<file path="src/rtl/refclk_lock_pkg.sv">
// Shared types for the reference select and lock monitor.
// Assumes line_mode is quasi-static relative to the system clock.
package refclk_lock_pkg;

    typedef enum logic [1:0] {
        LINE_DS3  = 2'd0,
        LINE_E3   = 2'd1,
        LINE_STS1 = 2'd2,
        LINE_RSVD = 2'd3
    } line_mode_e;

    // Slot index of the transmit clock in the monitored source vector.
    localparam int SRC_TX = 3;

    // Map a line-mode code to the slot of its primary reference.
    function automatic logic [1:0] primary_slot(input logic [1:0] m);
        case (line_mode_e'(m))
            LINE_E3:   return 2'd1;
            LINE_STS1: return 2'd2;
            default:   return 2'd0;
        endcase
    endfunction

endpackage

</file>
<file path="src/rtl/edge_activity_mon.sv">
// Synchronises one slow clock input into the system domain, flags its
// rising edges, and classifies it as toggling or stuck high.
// Assumes the input is slower than half the system clock rate.
module edge_activity_mon #(
    parameter int IDLE_LIMIT = 64
) (
    input  logic clk,
    input  logic rst_n,
    input  logic pin_in,
    output logic rise,
    output logic alive,
    output logic stuck_hi
);
    localparam int CW = $clog2(IDLE_LIMIT + 1);
    localparam logic [CW-1:0] LIM = CW'(IDLE_LIMIT);

    logic s_meta, s_sync, s_last;
    logic [CW-1:0] idle_cnt;
    logic [CW-1:0] hi_run;

    // Two-flop synchroniser plus one history flop for edge detection.
    always_ff @(posedge clk) begin
        if (!rst_n) begin
            s_meta <= 1'b0;
            s_sync <= 1'b0;
            s_last <= 1'b0;
        end else begin
            s_meta <= pin_in;
            s_sync <= s_meta;
            s_last <= s_sync;
        end
    end

    assign rise = s_sync & ~s_last;

    // Cycles since the last rising edge, saturating at the limit.
    always_ff @(posedge clk) begin
        if (!rst_n)              idle_cnt <= LIM;
        else if (rise)           idle_cnt <= '0;
        else if (idle_cnt != LIM) idle_cnt <= idle_cnt + 1'b1;
    end

    // Consecutive cycles sampled high, saturating at the limit.
    always_ff @(posedge clk) begin
        if (!rst_n)             hi_run <= '0;
        else if (!s_sync)       hi_run <= '0;
        else if (hi_run != LIM) hi_run <= hi_run + 1'b1;
    end

    assign alive    = (idle_cnt != LIM);
    assign stuck_hi = (hi_run == LIM);

endmodule

</file>
<file path="src/rtl/freq_window_meter.sv">
// Counts recovered-clock edges across a window of reference edges and
// emits the absolute count offset with a one-cycle done strobe.
// Assumes restart is asserted whenever the reference source changes.
module freq_window_meter #(
    parameter int WINDOW = 131072,
    parameter int REF_W  = 17,
    parameter int REC_W  = 23
) (
    input  logic             clk,
    input  logic             rst_n,
    input  logic             restart,
    input  logic             ref_rise,
    input  logic             rec_rise,
    output logic             done,
    output logic [REC_W-1:0] offset
);
    localparam logic [REF_W-1:0] LAST_REF = REF_W'(WINDOW - 1);
    localparam logic [REC_W:0]   WIN_X    = (REC_W+1)'(WINDOW);

    logic [REF_W-1:0] ref_cnt;
    logic [REC_W-1:0] rec_cnt;
    logic [REC_W:0]   rec_total;
    logic [REC_W:0]   abs_diff;
    logic             closing;

    assign closing   = ref_rise && (ref_cnt == LAST_REF);
    assign rec_total = {1'b0, rec_cnt} + (REC_W+1)'(rec_rise);
    assign abs_diff  = (rec_total >= WIN_X) ? (rec_total - WIN_X) : (WIN_X - rec_total);

    // Reference edge counter that defines the window.
    always_ff @(posedge clk) begin
        if (!rst_n || restart) ref_cnt <= '0;
        else if (closing)      ref_cnt <= '0;
        else if (ref_rise)     ref_cnt <= ref_cnt + 1'b1;
    end

    // Recovered edge counter, saturating so a runaway clock cannot wrap.
    always_ff @(posedge clk) begin
        if (!rst_n || restart)               rec_cnt <= '0;
        else if (closing)                    rec_cnt <= '0;
        else if (rec_rise && rec_cnt != '1)  rec_cnt <= rec_cnt + 1'b1;
    end

    // Result register: offset and strobe for one cycle per window.
    always_ff @(posedge clk) begin
        if (!rst_n || restart) begin
            done   <= 1'b0;
            offset <= '0;
        end else begin
            done <= closing;
            if (closing) offset <= abs_diff[REC_W-1:0];
        end
    end

endmodule

</file>
<file path="src/rtl/refclk_lock_monitor.sv">
// Top level: chooses the reference from the line-mode primary or the
// transmit clock fallback, measures the recovered clock against it, and
// keeps a hysteretic loss-of-lock flag with a sticky maskable interrupt.
// Assumes every input is a slow signal oversampled by clk.
module refclk_lock_monitor
    import refclk_lock_pkg::*;
#(
    parameter int WINDOW     = 131072,
    parameter int SET_OFS    = 1036,
    parameter int CLR_OFS    = 1009,
    parameter int IDLE_LIMIT = 64
) (
    input  logic       clk,
    input  logic       rst_n,
    input  logic [1:0] line_mode,
    input  logic       pri_ref_ds3,
    input  logic       pri_ref_e3,
    input  logic       pri_ref_sts1,
    input  logic       tx_clk,
    input  logic       rec_clk,
    input  logic       lol_irq_en,
    input  logic       lol_irq_clr,
    output logic       ref_ok,
    output logic       ref_from_tx,
    output logic       lol,
    output logic       lol_irq
);
    localparam int REF_W = $clog2(WINDOW);
    localparam int REC_W = $clog2(WINDOW) + 6;
    localparam logic [REC_W-1:0] SET_X = REC_W'(SET_OFS);
    localparam logic [REC_W-1:0] CLR_X = REC_W'(CLR_OFS);

    logic [3:0] src_pins, src_rise, src_alive, src_stuck;
    logic [1:0] pslot;
    logic       use_tx, ref_valid, ref_rise_sel, restart;
    logic [2:0] sel_key, sel_key_q;
    logic       rec_s1, rec_s2, rec_s3, rec_rise;
    logic             win_done;
    logic [REC_W-1:0] win_offset;
    logic       lol_next, lol_change;

    assign src_pins = {tx_clk, pri_ref_sts1, pri_ref_e3, pri_ref_ds3};

    for (genvar g = 0; g < 4; g++) begin : g_src
        edge_activity_mon #(.IDLE_LIMIT(IDLE_LIMIT)) u_mon (
            .clk      (clk),
            .rst_n    (rst_n),
            .pin_in   (src_pins[g]),
            .rise     (src_rise[g]),
            .alive    (src_alive[g]),
            .stuck_hi (src_stuck[g])
        );
    end

    // Synchronise the recovered clock and detect its rising edges.
    always_ff @(posedge clk) begin
        if (!rst_n) begin
            rec_s1 <= 1'b0;
            rec_s2 <= 1'b0;
            rec_s3 <= 1'b0;
        end else begin
            rec_s1 <= rec_clk;
            rec_s2 <= rec_s1;
            rec_s3 <= rec_s2;
        end
    end
    assign rec_rise = rec_s2 & ~rec_s3;

    // Source selection: toggling primary first, else tx if primary is high.
    always_comb begin
        pslot        = primary_slot(line_mode);
        use_tx       = !src_alive[pslot] && src_stuck[pslot] && src_alive[SRC_TX];
        ref_valid    = src_alive[pslot] || use_tx;
        ref_rise_sel = use_tx ? src_rise[SRC_TX] : src_rise[pslot];
        sel_key      = {use_tx, pslot};
        restart      = !ref_valid || (sel_key != sel_key_q);
    end

    // Remember the last selection so a switch restarts the window.
    always_ff @(posedge clk) begin
        if (!rst_n) sel_key_q <= '0;
        else        sel_key_q <= sel_key;
    end

    freq_window_meter #(.WINDOW(WINDOW), .REF_W(REF_W), .REC_W(REC_W)) u_meter (
        .clk      (clk),
        .rst_n    (rst_n),
        .restart  (restart),
        .ref_rise (ref_rise_sel),
        .rec_rise (rec_rise),
        .done     (win_done),
        .offset   (win_offset)
    );

    // Hysteresis decision on each finished window while a reference exists.
    always_comb begin
        lol_next = lol;
        if (win_done && ref_valid) begin
            if (win_offset >= SET_X)      lol_next = 1'b1;
            else if (win_offset <= CLR_X) lol_next = 1'b0;
        end
        lol_change = (lol_next != lol);
    end

    // Loss-of-lock flag and sticky interrupt; a change beats a clear.
    always_ff @(posedge clk) begin
        if (!rst_n) begin
            lol     <= 1'b0;
            lol_irq <= 1'b0;
        end else begin
            lol <= lol_next;
            if (lol_change && lol_irq_en) lol_irq <= 1'b1;
            else if (lol_irq_clr)         lol_irq <= 1'b0;
        end
    end

    assign ref_ok      = ref_valid;
    assign ref_from_tx = use_tx;

endmodule

</file>
<file path="config.mk">
export PLATFORM = sky130hd
export DESIGN_NAME = refclk_lock_monitor
export DESIGN_NICKNAME = d
export VERILOG_FILES = /design/src/rtl/refclk_lock_pkg.sv /design/src/rtl/edge_activity_mon.sv /design/src/rtl/freq_window_meter.sv /design/src/rtl/refclk_lock_monitor.sv
export SDC_FILE = /design/constraint.sdc
export NUM_CORES = 1
export LEC_CHECK = 0
export BUFFER_PORTS_ARGS = -buffer_cell sky130_fd_sc_hd__buf_2
export CAP_MARGIN = 20
export CORE_ASPECT_RATIO = 0.5
export CORE_MARGIN = 2
export CORE_UTILIZATION = 53
export CTS_CLUSTER_SIZE = 12
export DETAILED_ROUTE_END_ITERATION = 6
export GPL_TIMING_DRIVEN = 0
export PLACE_DENSITY = 0.69
export SLEW_MARGIN = 20
export SYNTH_ARGS = -nofsm -noshare
export SYNTH_HDL_FRONTEND = slang
export SYNTH_SLANG_ARGS = --single-unit
</file>
<file path="constraint.sdc">
create_clock -name clk -period 9.3 [get_ports clk]
set_clock_uncertainty 0.15 [all_clocks]
set_input_delay 0.465 -clock clk [delete_from_list [all_inputs] [get_ports clk]]
set_output_delay 0.465 -clock clk [all_outputs]
set_load 0.02 [all_outputs]
</file>
==> out/summary.txt <==
Status - completed
Clk buf depth - 2
First-pass GRT wire length - 23000 um
GP Congestion - 0.809
Worst hold path type - input port to register
Slowest cell delay on critical path - 0.50 ns
Max-slew violation count - 0
Critical path startpoint category - register
Mux cell area share after synthesis - 1.22%
Yosys top cell area share - 38.4%
Avg Inst Size Synth - 8.94 sq um
Post-Synth Adder-Cell Area - 3.82%
First-pass iteration count of the detailed router - 4
Setup bufs post-CTS - 0
Psw - 0.000334 W
Final Setup Violations - 0
Kind of end point of the critical path - register
Setup TNS - 0 ns
Synthesized netlist cell count - 770
Layout cells sized above 1 - 14.1%
Peak supply drop - 0.123 mV
H-tree depth - 4
CTS tree - built
Largest net degree at the start of global routing - 17
Initial antenna violation count - 0
Clk slew on worst S/H paths - 0.06 ns
DR iter-0 viols - 258
Hold path startpoint - pri_ref_e3
Slew margin rel. - 64.6%
Post-synth EDFFs - 0
Antenna Violating Nets Remaining - 0
CTS resizes - 0
Root Driver - clkbuf_16
Net Sw Frac - 24.6%
Buf+Inv Stages, Crit Path - 2
Hold-fix buffers at CTS - 0
Placed cell areas - 7160 sq um
Post-Synth Simple-Gate Area - 28.4%
All-Layer GR Usage - 20.6%
DRT Wirelength - 13400 um
Slew @ Worst Pin - 0.532 ns
Wirelength per Cell - 13.6 um
RSZ-0062 raised after global routing - no
RR Endpoint - u_meter.offset[22]
Dpl hpwl - 9740 um
Primary FF master, synth - dfxtp_1
Clk pwr share - 47.5%
IO Pins - 15
Ys Warns - 0
Worst r2r path cells - 12
Async set-or-reset flop fraction in the synthesized netlist - 0%
Crit path max-delay family - simple AND/OR/NAND/NOR gates
Setup CP Type - register to register
Post-synthesis sequential area ratio - 38.4%
Mapped Area - 6880 sq um
Power, Total - 0.00136 W
Hold path depth - 2
Power per cell area - 176 nW/um^2
Min cycle time layout - 3.77 ns
Cells along the critical path - inv_1 > nor2_1 > ha_1 > ha_1 > buf_2 > nand3_2 > nor4_2 > nand2_1 > xor2_1 > nand4_1 > a311o_1 > a32o_1
Synth Area in XOR/XNOR - 15.0%
Yosys top cell by area - dfxtp_1
Clk_lat worst skew - 0.42 ns
Maximum clock rate - 0.265 GHz
Core box area - 12700 sq um
R2R Path Start - rec_s2
ANT cells - 0
Die Ht - 84.6 um
Critical path peak fanout - 7
P_int - 0.00102 W
DRC - 0
Pre-CTS setup slack - 5.50 ns
Critical Path AT - 3.93 ns
Port Buf Inserts - 12
Largest family of logic cells by synthesized area - simple AND/OR/NAND/NOR gates
Final instance area - 7720 sq um
CP required - 9.46 ns
Slowest-stage cell, CP - nor4_2
Syn_nets - 802
GR Overflow Total - 0
FF-to-FF setup slack - 5.53 ns
Tcrit/Tclk final - 40.5%
Reg power frac - 43.6%
Most common cell type on the critical path - ha_1
Unique masters post-synth - 66
Die Wd - 165 um
Leading post-synthesis cells by cell area - dfxtp_1, xor2_1, xnor2_1
Critical Path Stages - 12
WHS Endpoint - g_src[1].u_mon.s_meta
Number of global-route vias before repair - 4990
Max-cap viol count - 0
Comb power frac - 9.0%
Vias/cell - 5.26
Layout area overhead - 12.2%
Pleak - 3.01 nW
Die area - 14000 sq um
Final net count - 833
Seq cells post-synth - 132
Num rows - 29
CTS buffer count - 17
Effective utilization at floorplan - 54.4%
Fin. Hold Viols - 0
Slack of the critical path - 5.53 ns
Via count - 5174
Num Clock Sinks - 132
Compound-cell area share of the yosys netlist - 8.02%
area by class of cell:
type	instances	area (sq um)
clock inverters	12	134
clock buffers	19	433
repair buffers	12	60.1
inverters	26	97.6
plain buffers	38	256
fillers	1076	4940
flip-flops and latches	132	2640
well taps	170	213
multi-input cells	574	3890
cell usage in the layout (no fill, tap or decap), types with 17 or more instances in the layout:
cell type	netlist	final
nor2_1	116	116
a22o_1	18	18
buf_2	16	28
nand3_1	52	52
ha_1	21	21
xor2_1	61	61
xnor2_1	55	55
dfxtp_1	132	132
inv_1	26	26
and3_1	21	21
nand4_1	20	20
nand2_1	57	57
clkbuf_16	0	17
registers in the layout (all words and copies together) (netlist names):
register and flops:
g_src.u_mon.s_meta 4, g_src.u_mon.idle_cnt 28, lol_irq 1, g_src.u_mon.s_last 4
u_meter.offset 22, lol 1, rec_s1 1, u_meter.done 1
sel_key_q 3, u_meter.rec_cnt 23, rec_s2 1, g_src.u_mon.s_sync 4
g_src.u_mon.hi_run 21, rec_s3 1, u_meter.ref_cnt 17
logic make-up after synthesis:
logic type      Yosys count
compound gates           72
xor+xnor                117
fa+ha+maj                21
buf+inv                  64
flops                   132
mux                       7
simple gates            357
synthesized netlist by cell type, types with 16 or more instances:
master,n
buf_2,16
inv_1,26
nand4_1,20
dfxtp_1,132
and3_1,21
xor2_1,61
nand3_1,52
nor2_1,116
a22o_1,18
xnor2_1,55
ha_1,21
nand2_1,57
power by group through the flow:
stage               sequential, W  combinational, W  clock (W)
floorplan                0.000601         0.0000965          0
global placement         0.000603          0.000119          0
detailed placement       0.000604          0.000122          0
CTS                      0.000591          0.000124   0.000651
global route             0.000593          0.000139   0.000675
finish                   0.000591          0.000122   0.000644
worst max-delay path by stage:
stage                      start            endpoint  slack (ns)
final                     rec_s2  u_meter.offset[22]        5.53
after global routing      rec_s2  u_meter.offset[22]        5.22
after CTS                 rec_s2  u_meter.offset[22]        5.51
after detailed placement  rec_s2  u_meter.offset[22]        5.50
after global placement    rec_s2  u_meter.offset[22]        5.63
after floorplan           rec_s2  u_meter.offset[22]        6.20
per-layer routing:
metal / up-vias / global-route usage (%) / wire, um
li1: 2696 / - / -
met1: 2390 / 27.0 / 6560
met2: 66 / 33.1 / 5990
met3: 22 / 4.94 / 583
met4: 0 / 7.91 / 252
met5: - / 0 / 0
worst reg2reg max path, cell delays in order, from the launching register on:
cell and delay (ns):
dfxtp_1 0.31, inv_1 0.06, nor2_1 0.11, ha_1 0.30, ha_1 0.19, buf_2 0.18
nand3_2 0.20, nor4_2 0.50, nand2_1 0.12, xor2_1 0.33, nand4_1 0.45, a311o_1 0.50
a32o_1 0.26
stage by stage:
step,cells,utilization (%),hold WS (ns)
4_1_cts,983,61.0,0.0855
5_1_grt,983,61.0,0.106
2_1_floorplan,770,-,0.262
3_3_place_gp,952,56.5,0.267
3_5_place_dp,952,56.5,0.271
6_report,983,61.0,0.0964
Power figures use the tool's default switching activity.
